[src/rtl/sync_timing_gen.sv]
module sync_timing_gen #(
  parameter int HW     = 11,
  parameter int VW     = 11,
  parameter int LEN_A  = 1716,
  parameter int LEN_B  = 1728,
  parameter int LINES_A = 525,
  parameter int LINES_B = 625,
  parameter int GRP_A  = 6,
  parameter int GRP_B  = 5,
  parameter int VB_A   = 40,
  parameter int VB_B   = 50
) (
  input  logic          clk,
  input  logic          rst_n,
  input  logic          std_625,
  input  logic          free_run,
  input  logic          sol_strobe,
  input  logic          sof_strobe,
  input  logic          sof_field,
  input  logic [HW-1:0] hsync_w,
  input  logic [HW-1:0] half_line,
  input  logic [HW-1:0] eq_w,
  input  logic [HW-1:0] broad_w,
  input  logic [HW-1:0] burst_on,
  input  logic [HW-1:0] burst_off,
  input  logic [HW-1:0] act_on,
  input  logic [HW-1:0] act_off,
  output logic          sync_tip,
  output logic          burst_gate,
  output logic          active_video,
  output logic [HW-1:0] h_pos,
  output logic [VW-2:0] line_num,
  output logic          field
);

  logic [VW-1:0] hl;

  wire [HW-1:0] line_len = std_625 ? HW'(LEN_B) : HW'(LEN_A);
  wire [VW-1:0] nhalf    = std_625 ? VW'(LINES_B) : VW'(LINES_A);
  wire [VW-1:0] g1       = std_625 ? VW'(GRP_B) : VW'(GRP_A);
  wire [VW-1:0] vb       = std_625 ? VW'(VB_B) : VW'(VB_A);
  wire [VW:0]   frame_hl = {nhalf, 1'b0};

  wire          h_last   = h_pos >= line_len - HW'(1);
  wire [VW-1:0] nl_raw   = {hl[VW-1:1], 1'b0} + VW'(2);
  wire [VW-1:0] next_ln  = ({1'b0, nl_raw} >= frame_hl) ? '0 : nl_raw;
  wire [VW-1:0] f2_start = nhalf + VW'(1);

  always_ff @(posedge clk) begin
    if (!rst_n) begin
      h_pos <= '0;
      hl    <= '0;
    end else if (!free_run && sof_strobe) begin
      h_pos <= '0;
      hl    <= sof_field ? f2_start : '0;
    end else if (!free_run && sol_strobe) begin
      h_pos <= '0;
      hl    <= next_ln;
    end else if (h_last) begin
      h_pos <= '0;
      hl    <= next_ln;
    end else begin
      h_pos <= h_pos + HW'(1);
      if (h_pos == half_line - HW'(1)) hl <= hl + VW'(1);
    end
  end

  assign field    = hl >= nhalf;
  assign line_num = hl[VW-1:1];

  wire [VW-1:0] fh     = field ? hl - nhalf : hl;
  wire          second = hl[0];
  wire [HW-1:0] seg    = second ? h_pos - half_line : h_pos;
  wire          broad  = (fh >= g1) && (fh < (g1 << 1));
  wire          vert   = fh < (g1 * VW'(3));
  wire          equ    = vert && !broad;

  assign sync_tip     = broad ? (seg < broad_w) :
                        equ   ? (seg < eq_w) :
                                (!second && h_pos < hsync_w);
  assign burst_gate   = !vert && !second && h_pos >= burst_on && h_pos < burst_off;
  assign active_video = fh >= vb && h_pos >= act_on && h_pos < act_off;

  a_r2_h_bound: assert property (@(posedge clk) disable iff (!rst_n)
    $stable(std_625) |-> h_pos < line_len);

  a_r2_wrap: assert property (@(posedge clk) disable iff (!rst_n)
    (free_run && h_pos == line_len - HW'(1)) |=> h_pos == '0);

  a_r3_field_lines: assert property (@(posedge clk) disable iff (!rst_n)
    field |-> line_num >= nhalf[VW-1:1]);

  a_r5_lock: assert property (@(posedge clk) disable iff (!rst_n)
    (!free_run && (sol_strobe || sof_strobe)) |=> h_pos == '0);

  a_r6_free_count: assert property (@(posedge clk) disable iff (!rst_n)
    (free_run && h_pos < line_len - HW'(1)) |=> h_pos == $past(h_pos) + HW'(1));

  a_r9_burst_clear: assert property (@(posedge clk) disable iff (!rst_n)
    (burst_gate && burst_on >= hsync_w) |-> !sync_tip);

endmodule

[config.mk]
export PLATFORM = sky130hd
export DESIGN_NAME = sync_timing_gen
export DESIGN_NICKNAME = d
export VERILOG_FILES = /design/src/rtl/sync_timing_gen.sv
export SDC_FILE = /design/constraint.sdc
export NUM_CORES = 1
export LEC_CHECK = 0
export ABC_AREA = 1
export BUFFER_PORTS_ARGS = -buffer_cell sky130_fd_sc_hd__buf_2
export CORE_MARGIN = 4
export CORE_UTILIZATION = 40
export DETAILED_ROUTE_END_ITERATION = 16
export PLACE_DENSITY = 0.69
export SLEW_MARGIN = 0
export SYNTH_ARGS = -nofsm -noshare
export SYNTH_HDL_FRONTEND = slang
export SYNTH_SLANG_ARGS = --single-unit
[constraint.sdc]
create_clock -name clk -period 3.46 [get_ports clk]
set_input_delay 0.346 -clock clk [delete_from_list [all_inputs] [get_ports clk]]
set_output_delay 0.346 -clock clk [all_outputs]
set_load 0.01 [all_outputs]
# Word level (Yosys, flattened, before mapping)

Cells that the tools add are included.

Register bits after elaboration: 22
Input bits: 95
Output and inout port bits: 25
Logic and storage cells: 57

Add/sub/neg operators: 8
Multipliers: 1
$lt $le $gt $ge: 14
Equality and inequality tests: 1
Mux-type cells: 14
Bitwise gates (word level): 1
Reduce and logical (&&, ||, !) cells: 16

Operators with widths:

| operator                                                             | number |
|---|---|
| 11-bit two-way mux                                                   | 8 |
| 11-bit less-than comparator                                          | 5 |
| 11-bit greater-or-equal comparator                                   | 4 |
| 11-bit by 1-bit adder with 11-bit output, second input constant      | 2 |
| 7-bit two-way mux                                                    | 2 |
| 10-bit by 1-bit adder with 11-bit output, second input constant      | 1 |
| 11-bit by 2-bit adder with 11-bit output, second input constant      | 1 |
| 11-bit equality test                                                 | 1 |
| 11-bit by 10-bit greater-or-equal comparator with 1-bit output       | 1 |
| 11-bit by 3-bit greater-or-equal comparator with 1-bit output        | 1 |
| 11-bit by 6-bit greater-or-equal comparator with 1-bit output        | 1 |
| 11-bit by 4-bit less-than comparator with 1-bit output               | 1 |
| 11-bit by 5-bit less-than comparator with 1-bit output               | 1 |
| 10-bit by 2-bit subtractor with 11-bit output, second input constant | 1 |
| 11-bit by 1-bit subtractor with 11-bit output, second input constant | 1 |
| 11-bit by 10-bit subtractor with 11-bit output                       | 1 |
| 11-bit subtractor                                                    | 1 |
| 1-bit logical AND                                                    | 10 |
| 3-bit by 2-bit multiplier with 5-bit output, second input constant   | 1 |
| 5-bit two-way mux                                                    | 1 |
| 1-bit logical NOT                                                    | 4 |
| 4-bit nonzero test                                                   | 1 |
| 4-bit OR reduction                                                   | 1 |
| 1-bit two-way mux                                                    | 2 |
| other kinds (2)                                                      | 2 |

# Longest topological paths before layout

Depth after elaboration: 9
Mapped depth: 23
Depth with buffers taken out: 22

# Worst setup path before layout

No wires, ideal clock.

Kind: register -> output
From: register h_pos[2]
To: output sync_tip
Data arrival time: 2.919 ns
Required time: 3.114 ns
Path slack: 0.195 ns
Cell stages (with the launch flop): 19
Buffers on the path: 0
Path through: dfxtp_1 -> ha_1 -> a21oi_1 -> nand2_1 -> a21oi_1 -> o21ai_0 -> nand2_1 -> nand2_1 -> a21oi_1 -> xor2_1 -> o21ai_0 -> ha_1 -> nand2_1 -> nor2_1 -> a221oi_1 -> nand3_1 -> nand2_1 -> nand2_1 -> nand2_1

Longest elaborated chain between the ends: 5
Elaborated cells on any way between the ends: 8
Those cells by class: add/sub: 1; order compare: 3; mux: 3; reduce/logical: 1

Ends and longest elaborated chain:

| what                        | RTL line | text |
|---|---|---|
| start, declared             | 31       | `output logic [HW-1:0] h_pos,` |
| start signal, assigned      | 63       | `h_pos <= h_pos + HW'(1);` |
| 11-bit subtractor           | 73       | `wire [HW-1:0] seg = second ? h_pos - half_line : h_pos;` |
| 11-bit two-way mux          | 73       |  |
| 11-bit less-than comparator | 79       | `equ ? (seg < eq_w) :` |
| 1-bit two-way mux           | 79       |  |
| 1-bit two-way mux *         | 78       | `assign sync_tip = broad ? (seg < broad_w) :` |
| end, declared               | 28       | `output logic sync_tip,` |

Every way passes the cells marked *; elsewhere a longest branch is shown, timed or not.

# Worst setup path after layout

From: register h_pos[0]
To: output sync_tip

The elaborated chain is that of the path after synthesis.

==> reports/results.ini <==
[outcome]
status = finished, final reports clean

[cells_and_area]
drive_gt1_share_pct = 25.2
insertedDiodeCount = 0
register_area_sq_um = 445
final_cells = 1250
final_area_sq_um = 7100
nFillCells = 1413
nNetsFinal = 1278
multi_input_area_sq_um = 4650
area_delta_synth_final_pct = 25.2
fin_util_pct = 51.2

[sta]
layout_setup_ws_ns = 0.0264
max_freq_ghz = 0.291
clock_skew_ns = 0.00471
tightest_slew_ns = 0.484
period_share_pct = 99.2
hold_violations = 0
fin_crit_ns = 3.43
rsz0062_at_grt = yes
max-slew-margin-rel_pct = 67.5
whs_ns = 0.466
setup_violations = 0
slew_viol_final = 0

[placed_design]
place_congestion = 0.927
dp_hpwl_um = 13600
placed_area_sq_um = 6730
place_inst = 1239
io_buffers = 119
place_worst_setup_slack_ns = -0.00551

[worst_setup_path]
cp_data_required_time_ns = 3.11
arrival_ns = 3.09
rr_worst_depth = 17
crit_type = flip-flop to output port
cp-start-kind = flip-flop
cp-end-kind = output port
cp_max_fo = 4

[grt]
grt-ovfl-total = 0
grt_start_max_net_pins = 20
grt_pass1_wl_um = 27100
grt_pass1_vias = 5840
grt_usage_pct = 20.0
antenna_found_initial = 0

[cts]
clock_latency_ns = 0.26
clk_transition_reported_paths_ns = 0.06
clock_sinks = 22
h-tree-depth = 1
ctsHoldBuffers = 0
cts_root_buf = clkbuf_16
cts_buffer_depth = 2
tritoncts = yes
cts_buffers = 3

[route]
avgRoutedWirePerCell_um = 13.4
drc = 0
dr.first_iter.drc_count = 390
final_antenna_net_count = 0
vias = 6183
vias_per_cell = 4.95
routed_wl_um = 16700
drt_pass1_iterations = 5

[yosys]
synth.avg_cell_area_sq_um = 6.23
syn_inst = 910
synth_nets = 1117
synth_edf_count = 0
ys_ff_latch = 22
ys.flop_type = dfxtp_1
ys_seq_area_share_pct = 7.77
synthTopCellsByCount = nand2_1, inv_1, ha_1
synth.top_cell.area_share_pct = 24.5
yosysTopAreaCell = ha_1
yosys-top-cells-area = ha_1, nand2_1, inv_1
async_flop_share_pct = 0
ys_types = 54
netlist_area_sq_um = 5670
ys_warn_count = 0
synth_most_common_cell = nand2_1

[floorplan]
start_util_pct = 40.8
ioPinCount = 120
die_area_sq_um = 16100
core-area_sq_um = 13900
die_w_um = 127
num_rows = 43
die-height_um = 127

[min_path]
min_path_cells = 3
min_path_type = primary input to flip-flop

[power_and_ir_drop]
p_per_area_nw_per_um2 = 150
ir_worst_vdd_v = 0.000149
power_leakage_nw = 4.09

[run]
cap_violations = 0

==> sequential cells by signal, summed over array words and instances, names as in the netlist <==
signal,count
h_pos,11
hl,11
==> power breakdown <==
part	internal [W]	leakage, nW	total, W	switching [W]
registers	0.000259	0.180	0.000266	0.00000672
clock network	0.000230	0.0511	0.000324	0.0000944
logic	0.000208	3.86	0.000476	0.000268
==> cell usage in the layout (no fill, tap or decap), types with 6 or more instances in the layout <==
cell type  instances
ha_1             103
nor2_2             9
o21ai_0           18
buf_4             63
a21oi_1           56
a21oi_2            6
xor2_1            24
ha_4               8
or2_2              6
nand2_2           14
inv_2              7
xnor2_1           11
nand2_1          213
nand3_1           74
nand4_1           23
inv_1            154
buf_2            118
nor2_1            59
dfxtp_1           18
o21ai_1           10
==> cell families (layout without fill, tap and decap cells) <==
kind of cell	Yosys count	count (layout)	share of synthesized area, %
AO/OA/AOI/OAI	119	119	12.0
XOR/XNOR	36	36	5.80
adder cells (fa/ha/maj)	112	112	24.9
buffers and inverters	188	348	13.8
flip-flops	22	22	7.77
AND/OR/NAND/NOR	433	433	35.8
==> layer usage <==
layer,wire [um],GRT usage (%),up-vias
li1,-,-,3287
met1,7850,26.7,2741
met2,7960,35.6,140
met3,712,1.46,15
met4,207,3.66,0
met5,0,0,-
==> timing repair <==
item                                   in CTS  in global routing
resized for setup                           3                 42
pin swaps                                   0                 21
endpoints found under the hold margin       0                  0
setup endpoints to repair                   1                  3
setup buffers                               0                  7
==> final cells by class <==
type	count	area share (%)
clock buffers	3	1.06
clock inverters	1	0.423
inverters	163	8.67
multi-input cells	700	65.4
flip-flops and latches	22	6.27
well taps	180	3.17
repair buffers	181	15.0
==> through the flow <==
stage	total power, W	TNS, ns
6_report	0.00107	0
4_1_cts	0.00104	0
2_1_floorplan	0.000550	0
3_5_place_dp	0.000714	-0.00551
5_1_grt	0.00114	-0.178
3_3_place_gp	0.000707	0
==> worst paths after layout <==
check / to / startpoint / slack, ns
setup reg to reg: hl[5] / hl[3] / 0.58
hold / removal: hl[9] / rst_n / 0.47
setup / recovery: sync_tip / h_pos[0] / 0.03
hold reg to reg: h_pos[0] / h_pos[0] / 0.54
==> worst max-delay path, stage by stage (launching register included) <==
cell	delay [ns]
dfxtp_2	0.32
inv_2	0.07
ha_4	0.13
inv_2	0.05
fa_2	0.42
a31oi_4	0.22
nand2_1	0.09
nand2_1	0.08
o22ai_2	0.09
ha_1	0.33
a21oi_1	0.13
nor2_1	0.05
a211o_1	0.22
o21bai_1	0.14
a21oi_1	0.08
nor2_1	0.12
nand4_1	0.10
nand2_1	0.07
buf_2	0.12
No activity file was read; power rests on OpenSTA's default activity.
